$ cat config.mk
export PLATFORM = sky130hd
export DESIGN_NAME = rx_pad_fcs_trim
export DESIGN_NICKNAME = d
export VERILOG_FILES = /design/src/rtl/rxs_pkg.sv /design/src/rtl/rxs_crc_acc.sv /design/src/rtl/rxs_hdr_track.sv /design/src/rtl/rxs_hold_buf.sv /design/src/rtl/rx_pad_fcs_trim.sv
export SDC_FILE = /design/constraint.sdc
export NUM_CORES = 2
export LEC_CHECK = 0
export BUFFER_PORTS_ARGS = -buffer_cell sky130_fd_sc_hd__buf_2
export CORE_MARGIN = 10
export CORE_UTILIZATION = 63
export CTS_CLUSTER_DIAMETER = 150
export DETAILED_ROUTE_END_ITERATION = 12
export PLACE_DENSITY = 0.78
export SLEW_MARGIN = 20
export SYNTH_ARGS = -nofsm -noshare
export SYNTH_HDL_FRONTEND = slang
export SYNTH_SLANG_ARGS = --single-unit
$ cat constraint.sdc
create_clock -name clk -period 9.2 [get_ports clk]
set_input_delay 0.46 -clock clk [delete_from_list [all_inputs] [get_ports clk]]
set_output_delay 0.46 -clock clk [all_outputs]
set_load 0.01 [all_outputs]
$ cat src/rtl/rxs_pkg.sv
package rxs_pkg;
  localparam int unsigned ETH_HDR_BYTES = 14;
  localparam int unsigned FCS_BYTES     = 4;
  localparam int unsigned TYPE_MIN      = 1536;
  localparam int unsigned PAD_LIMIT     = 128;
  localparam logic [31:0] CRC_POLY_REFL    = 32'hEDB88320;
  localparam logic [31:0] CRC_RESIDUE_REFL = 32'hDEBB20E3;

  // One byte of the reflected CRC-32, LSB of the byte first
  function automatic logic [31:0] crc32_step(input logic [31:0] c, input logic [7:0] d);
    logic [31:0] r;
    r = c;
    for (int b = 0; b < 8; b++) begin
      if (r[0] ^ d[b]) r = (r >> 1) ^ CRC_POLY_REFL;
      else             r = r >> 1;
    end
    return r;
  endfunction

  // Delivered byte count of a finished frame of 'total' bytes
  function automatic int unsigned keep_length(input int unsigned total, input int unsigned lt,
                                              input logic pad_en, input logic fcs_en);
    int unsigned want;
    want = ETH_HDR_BYTES + lt;
    if (pad_en && total < PAD_LIMIT && lt < TYPE_MIN && want + FCS_BYTES < total) return want;
    if (fcs_en) return total - FCS_BYTES;
    return total;
  endfunction

  // Bytes of a frame in progress that are certainly kept and are not the
  // final kept byte (which waits for the end marker to carry the end flag)
  function automatic int unsigned safe_length(input int unsigned seen, input int unsigned lt,
                                              input logic pad_en);
    int unsigned s;
    s = (seen > FCS_BYTES + 1) ? seen - (FCS_BYTES + 1) : 0;
    if (pad_en && seen < PAD_LIMIT && seen >= ETH_HDR_BYTES && lt < TYPE_MIN &&
        s + 1 > ETH_HDR_BYTES + lt)
      s = ETH_HDR_BYTES + lt - 1;
    return s;
  endfunction
endpackage

$ cat src/rtl/rxs_crc_acc.sv
module rxs_crc_acc
  import rxs_pkg::*;
#(
  parameter int DATA_W = 8
) (
  input  logic              clk,
  input  logic              rst_n,
  input  logic              push,
  input  logic              sof,
  input  logic [DATA_W-1:0] data,
  output logic              good
);
  logic [31:0] crc_q;
  logic [31:0] crc_seed;
  logic [31:0] crc_nxt;

  assign crc_seed = sof ? 32'hFFFF_FFFF : crc_q;
  assign crc_nxt  = crc32_step(crc_seed, data);
  assign good     = (crc_nxt == CRC_RESIDUE_REFL);

  always_ff @(posedge clk or negedge rst_n) begin
    if (!rst_n)    crc_q <= 32'hFFFF_FFFF;
    else if (push) crc_q <= crc_nxt;
  end
endmodule

$ cat src/rtl/rxs_hdr_track.sv
module rxs_hdr_track #(
  parameter int DATA_W = 8,
  parameter int CNT_W  = 12,
  parameter int LT_POS = 12
) (
  input  logic              clk,
  input  logic              rst_n,
  input  logic              push,
  input  logic              sof,
  input  logic              last,
  input  logic [DATA_W-1:0] data,
  output logic [CNT_W-1:0]  seen,
  output logic [15:0]       lentype
);
  localparam logic [CNT_W-1:0] HI_IDX = CNT_W'(LT_POS);
  localparam logic [CNT_W-1:0] LO_IDX = CNT_W'(LT_POS + 1);

  logic [CNT_W-1:0] idx;
  assign idx = sof ? '0 : seen;

  always_ff @(posedge clk or negedge rst_n) begin
    if (!rst_n) begin
      seen    <= '0;
      lentype <= '0;
    end else if (push) begin
      seen <= last ? '0 : idx + CNT_W'(1);
      if (idx == HI_IDX) lentype[15:8] <= data[7:0];
      if (idx == LO_IDX) lentype[7:0]  <= data[7:0];
    end
  end
endmodule

$ cat src/rtl/rxs_hold_buf.sv
module rxs_hold_buf #(
  parameter int DATA_W = 8,
  parameter int DEPTH  = 256,
  parameter int CNT_W  = 12
) (
  input  logic              clk,
  input  logic              rst_n,
  input  logic              push,
  input  logic              last,
  input  logic [DATA_W-1:0] din,
  input  logic [CNT_W-1:0]  safe_len,
  input  logic [CNT_W-1:0]  keep_len,
  output logic              out_valid,
  output logic [DATA_W-1:0] out_data,
  output logic              out_eof
);
  localparam int PTR_W = $clog2(DEPTH);

  logic [DATA_W-1:0] mem [DEPTH];
  logic [DEPTH-1:0]  endmark;
  logic [PTR_W-1:0]  wr_q, rd_q, start_q, commit_q;
  logic [PTR_W-1:0]  keep_end, safe_ptr, occupancy, committed;
  logic              can_read;

  assign keep_end  = start_q + keep_len[PTR_W-1:0];
  assign safe_ptr  = start_q + safe_len[PTR_W-1:0];
  assign can_read  = (rd_q != commit_q);
  assign occupancy = wr_q - rd_q;
  assign committed = commit_q - rd_q;

  always_ff @(posedge clk) begin
    if (push) mem[wr_q] <= din;
  end

  always_ff @(posedge clk or negedge rst_n) begin
    if (!rst_n) begin
      wr_q      <= '0;
      rd_q      <= '0;
      start_q   <= '0;
      commit_q  <= '0;
      endmark   <= '0;
      out_valid <= 1'b0;
      out_data  <= '0;
      out_eof   <= 1'b0;
    end else begin
      if (push) endmark[wr_q] <= 1'b0;
      if (push && last) begin
        endmark[keep_end - PTR_W'(1)] <= 1'b1;
        wr_q     <= keep_end;
        start_q  <= keep_end;
        commit_q <= keep_end;
      end else begin
        if (push) wr_q <= wr_q + PTR_W'(1);
        commit_q <= safe_ptr;
      end
      if (can_read) begin
        out_valid <= 1'b1;
        out_data  <= mem[rd_q];
        out_eof   <= endmark[rd_q];
        rd_q      <= rd_q + PTR_W'(1);
      end else begin
        out_valid <= 1'b0;
        out_eof   <= 1'b0;
      end
    end
  end

  // the releasable region never reaches beyond the written region
  p_commit_within_r10: assert property (@(posedge clk) disable iff (!rst_n)
    committed <= occupancy);
  // unread bytes never fill the whole ring
  p_no_overflow_r2: assert property (@(posedge clk) disable iff (!rst_n)
    occupancy != PTR_W'(DEPTH - 1));
  // the end flag is raised only with a delivered byte
  p_eof_with_valid_r10: assert property (@(posedge clk) disable iff (!rst_n)
    out_eof |-> out_valid);
endmodule

$ cat src/rtl/rx_pad_fcs_trim.sv
module rx_pad_fcs_trim
  import rxs_pkg::*;
#(
  parameter int DATA_W    = 8,
  parameter int MAX_FRAME = 2048,
  parameter int DEPTH     = 256,
  parameter int CNT_W     = $clog2(MAX_FRAME + 1)
) (
  input  logic              clk,
  input  logic              rst_n,
  input  logic              pad_strip_en,
  input  logic              fcs_strip_en,
  input  logic              in_valid,
  input  logic              in_sof,
  input  logic              in_eof,
  input  logic [DATA_W-1:0] in_data,
  output logic              out_valid,
  output logic [DATA_W-1:0] out_data,
  output logic              out_eof,
  output logic              stat_valid,
  output logic              stat_crc_ok,
  output logic [CNT_W-1:0]  stat_len
);
  logic [CNT_W-1:0] seen;
  logic [15:0]      lentype;
  logic [CNT_W-1:0] frame_len, safe_len, keep_len;
  logic             crc_good, frame_end;

  assign frame_end = in_valid && in_eof;
  assign frame_len = seen + CNT_W'(1);
  assign safe_len  = CNT_W'(safe_length(int'(seen), int'(lentype), pad_strip_en));
  assign keep_len  = CNT_W'(keep_length(int'(frame_len), int'(lentype),
                                        pad_strip_en, fcs_strip_en));

  rxs_hdr_track #(.DATA_W(DATA_W), .CNT_W(CNT_W), .LT_POS(12)) u_trk (
    .clk(clk), .rst_n(rst_n), .push(in_valid), .sof(in_sof), .last(in_eof),
    .data(in_data), .seen(seen), .lentype(lentype));

  rxs_crc_acc #(.DATA_W(DATA_W)) u_crc (
    .clk(clk), .rst_n(rst_n), .push(in_valid), .sof(in_sof), .data(in_data),
    .good(crc_good));

  rxs_hold_buf #(.DATA_W(DATA_W), .DEPTH(DEPTH), .CNT_W(CNT_W)) u_buf (
    .clk(clk), .rst_n(rst_n), .push(in_valid), .last(in_eof), .din(in_data),
    .safe_len(safe_len), .keep_len(keep_len),
    .out_valid(out_valid), .out_data(out_data), .out_eof(out_eof));

  always_ff @(posedge clk or negedge rst_n) begin
    if (!rst_n) begin
      stat_valid  <= 1'b0;
      stat_crc_ok <= 1'b0;
      stat_len    <= '0;
    end else begin
      stat_valid <= frame_end;
      if (frame_end) begin
        stat_crc_ok <= crc_good;
        stat_len    <= keep_len;
      end
    end
  end

  // FCS removal takes at least four bytes off the frame
  p_fcs_cut_r3: assert property (@(posedge clk) disable iff (!rst_n)
    stat_valid && $past(fcs_strip_en) |-> int'(stat_len) + 4 <= int'($past(frame_len)));
  // long frames lose at most the FCS
  p_long_keep_r5: assert property (@(posedge clk) disable iff (!rst_n)
    stat_valid && $past(frame_len) >= CNT_W'(128) |->
      int'(stat_len) + 4 >= int'($past(frame_len)));
  // type frames lose at most the FCS
  p_type_keep_r6: assert property (@(posedge clk) disable iff (!rst_n)
    stat_valid && $past(lentype) >= 16'd1536 |->
      int'(stat_len) + 4 >= int'($past(frame_len)));
endmodule

==> impl_results.md <==
- Cell count after synthesis: 5413
- Die width: about 420 um
- Boundary pin count: 39
- Number of clock buffers inserted by TritonCTS: between 200 and 250
- Share of final-layout standard cells stronger than drive strength 1: 25.28%
- Placed cell count: between 7000 and 8000
- Syn Std Cell Area: 0.1011 mm2
- Max Buffers Root-to-Sink: 3
- Most frequent cell on the critical path: nor3_1
- Post-place instance area: 0.1034 mm2
- Most frequently used flop master after synthesis: edfxtp_1
- Final layout net count: roughly 5500
- Number of placement rows: 146
- DP Wirelength: between 100 and 150 mm
- Highest clock rate: between 100 and 150 MHz
- Area fraction in compound gates after synthesis: 4.674%
- Max-slew violations: 0
- Clock latency reported for the late side of the worst-skew pair: ~0.89 ns
- Vias post-DR: between 50000 and 60000
- Number of failing setup endpoints in the final timing report: 0
- Clock tree from TritonCTS: done
- Post-Route WL: about 260 mm
- Clock transition at the registers of the reported paths: about 0.07 ns
- Min-delay worst type: in -> reg
- Sum of overflow across all layers after global routing: 0
- Area of all placed cells without fillers: 0.1111 mm2
- Async set-reset flop share out of synthesis: around 15%
- Floorplan core area: around 0.16 mm2
- Fin crit period: approximately 8 ns
- Starting utilization of the core area: a little under two thirds
- Clock H-tree levels: 4
- Launching element type of the critical path: flip-flop
- Number of port buffers: 38
- XOR/XNOR Fraction of Synth Area: 1.832%
- Count of yosys warnings during synthesis: 0
- Power density relative to cell area: around 320 mW/mm2
- Total negative slack: 0 ns
- Post-synthesis sequential area ratio: around 70%
- Commonest cells after routing, fill and taps aside: edfxtp_1, mux4_2, o21ai_0
- Fin Clk Skew: approximately 0.046 ns
- Global-route wire length before repair: 387.9 mm
- Routability congestion estimate: between 0.8 and 0.9
- Max incr delay on CP: approximately 0.9 ns
- Share of the clock period used by the worst path after layout: 86.96%
- Hold Path Stages: 1
- Vias per Instance: between 7 and 8
- Violation count after the first detailed-route iteration: roughly 8000
- Worst Path Max Fanout: 32
- Critical path capture point type: flip-flop
- Total power after layout: between 30 and 40 mW
- Run status: completed
- Root buffer cell: clkbuf_16
- Slew at the pin with the worst max-slew slack: ~1.1 ns
- Post-Synthesis Mean Instance Area: approximately 19 um2
- Number of non-filler instances in the completed layout: 7677
- Post-synthesis simple-gate area fraction: under 10%
- # resized after CTS: 0
- Static leakage: about 37 nW
- Number of enable-type register cells in the synthesized netlist: 2048
- Layout area overhead: 9.933%
- Max-cap violation count: 0
- Total track usage: around 30%
- RSZ-0062 raised after global routing: no
- Post-synthesis cell type count: 75
- Synthesized flop and latch total: about 2400
- Multiplexer share of the synthesized area: 17.50%
- Antenna-violating nets left: 0
- Final Hold Vio Count: 0
- First drt pass iteration count: 8
- Via count of the first global-routing pass: about 55000
- Category of the most critical setup path: reg -> reg
- Dominant combinational cell family by area after synthesis: multiplexers
- Setup bufs post-CTS: 0
- Arr. time, crit path: approximately 8.7 ns
- Overall die height: 420.6 um
- Routed WL per cell: roughly 34 um
- Number of remaining DRC errors: 0
- Crit path max-delay cell type: nand3b_1
- Worst-case vdd ir drop: around 0.42 mV
- Critical Path RT: between 9 and 10 ns
- Initial antenna violation count: 18
- Critical Path, Cell by Cell: nor3_1 > xnor2_1 > inv_1 > nor3_1 > nand3_1 > nor3_1 > nor3b_1 > xnor2_1 > ha_1 > a211oi_1 > o31ai_1 > nor4_4 > buf_4 > mux2i_1 > ha_1 > a21o_1 > a21oi_2 > xor2_1 > nand2_1 > o31ai_2 > nand3b_1 > buf_4 > o41ai_1
- Count of clock tree sinks: 2420
- Adder-cell area share of the yosys netlist: 0.8565%
- Slew headroom: between 20% and 30%
- Most frequent standard cell in the layout excluding fill and tap cells: edfxtp_1
- Pin count of the biggest net entering global routing: around 140
- Die area: 0.1769 mm2
- Number of cell instances on the worst register-to-register path: 23
## worst paths after layout
kind,startpoint,to,slack (ns)
max in group asynchronous,rst_n,u_buf.endmark[161],6.97
hold / removal,in_data[4],u_buf.mem[137][4],0.07
setup reg to reg,u_trk.lentype[1],u_buf.endmark[227],1.20
min in group asynchronous,rst_n,stat_crc_ok,0.21
setup / recovery,u_trk.lentype[1],u_buf.endmark[227],1.20
hold reg to reg,stat_len[10],stat_len[10],0.48
## per-stage QoR
step / utilization [%] / hold slack, ns / setup slack [ns]
floorplan: - / 0.1644 / 2.639
global placement: 65.04 / 0.4528 / 1.640
detailed placement: 65.04 / 0.4717 / 1.445
CTS: 69.88 / 0.04478 / 1.398
global route: 69.92 / 0.04115 / 0.6675
finish: 69.92 / 0.07213 / 1.199
## repair_timing
action,4_1_cts,5_1_grt
setup endpoints to repair,0,0
hold buffers,5,0
endpoints found under the hold margin,97,0
## synthesized netlist by cell type (all sizes together) (3+ instances only)
cell     instances  area share (%)
a22oi            7           0.052
o21ai          388             1.9
o41ai          105             1.3
a31oi            9           0.056
nand3b           3           0.022
dfstp           32            0.83
o31ai           77            0.58
nand4           14           0.093
o22ai           12           0.074
nand2b          12           0.074
ha              66            0.82
xor2            57            0.49
nand2          205            0.76
nor3b            3           0.022
nand3           68            0.35
xnor3           10            0.22
and3            10           0.062
dfrtp          340             8.4
a21o            12           0.089
clkbuf         244            0.91
a211oi          11           0.082
or4              3           0.022
nor4            11           0.089
nor2b           10           0.062
or2              6           0.037
mux2i           33            0.33
buf            139            0.68
edfxtp        2048              61
o211ai           6           0.045
mux2            47            0.52
mux4           747              17
nor3            28            0.15
xnor2          127             1.1
nor2           385             1.4
inv             43            0.16
or3              5           0.031
a2111oi          4           0.035
nand4b           3           0.026
a21oi           54            0.27
## per-layer routing
| layer | share of wire [%] | wire [um] | track usage [%] | vias up |
|---|---|---|---|---|
| met4 | 4.7 | 12210 | 12.54 | 18 |
| met5 | 0.047 | 123 | 0 | - |
| met2 | 48 | 126100 | 46.84 | 3606 |
| met3 | 11 | 28120 | 7.382 | 652 |
| li1 | - | - | - | 21870 |
| met1 | 36 | 95350 | 41.17 | 28710 |
## sequential cells by signal, indices dropped and copies added (netlist names)
name,flops
stat_crc_ok,1
stat_len,12
stat_valid,1
u_buf.commit_q,8
u_buf.endmark,256
u_buf.mem,2048
u_buf.out_data,8
u_buf.out_eof,1
u_buf.out_valid,1
u_buf.rd_q,8
u_buf.start_q,8
u_buf.wr_q,8
u_crc.crc_q,32
u_trk.lentype,16
u_trk.seen,12
## cells by family after synthesis
logic type	after synthesis
flops	2420
other cells	1
buf+inv	427
compound gates	702
simple gates	774
xor+xnor	194
fa+ha+maj	68
mux	827
## layout make-up
cell class                      count  area [um2]
Sequential cell                  2420       70870
Fill cell                        9313       47800
Multi-Input combinational cell   2568       28580
Clock buffer                      285        6071
Tap cell                         2072        2592
Clock inverter                    136        1564
Timing Repair Buffer              148        1276
Inverter                           44       165.2
Antenna cell                        4       10.01
## where the power goes
part | internal (mW) | leakage, nW | switching (mW)
logic | 4.85 | 9.87 | 7.22
registers | 12.7 | 23.3 | 0.692
clock network | 5.47 | 3.70 | 4.17
## worst max-delay path: cells and delay by family (launching register included)
kind / cells / cell delay (ns)
AND/OR/NAND/NOR: 8 / 2.83
AO/OA/AOI/OAI: 6 / 1.65
buffers and inverters: 3 / 1.06
XOR/XNOR: 3 / 0.76
adder cells (fa/ha/maj): 2 / 0.58
flip-flops: 1 / 0.48
multiplexers: 1 / 0.44
Power figures use the tool's default switching activity.
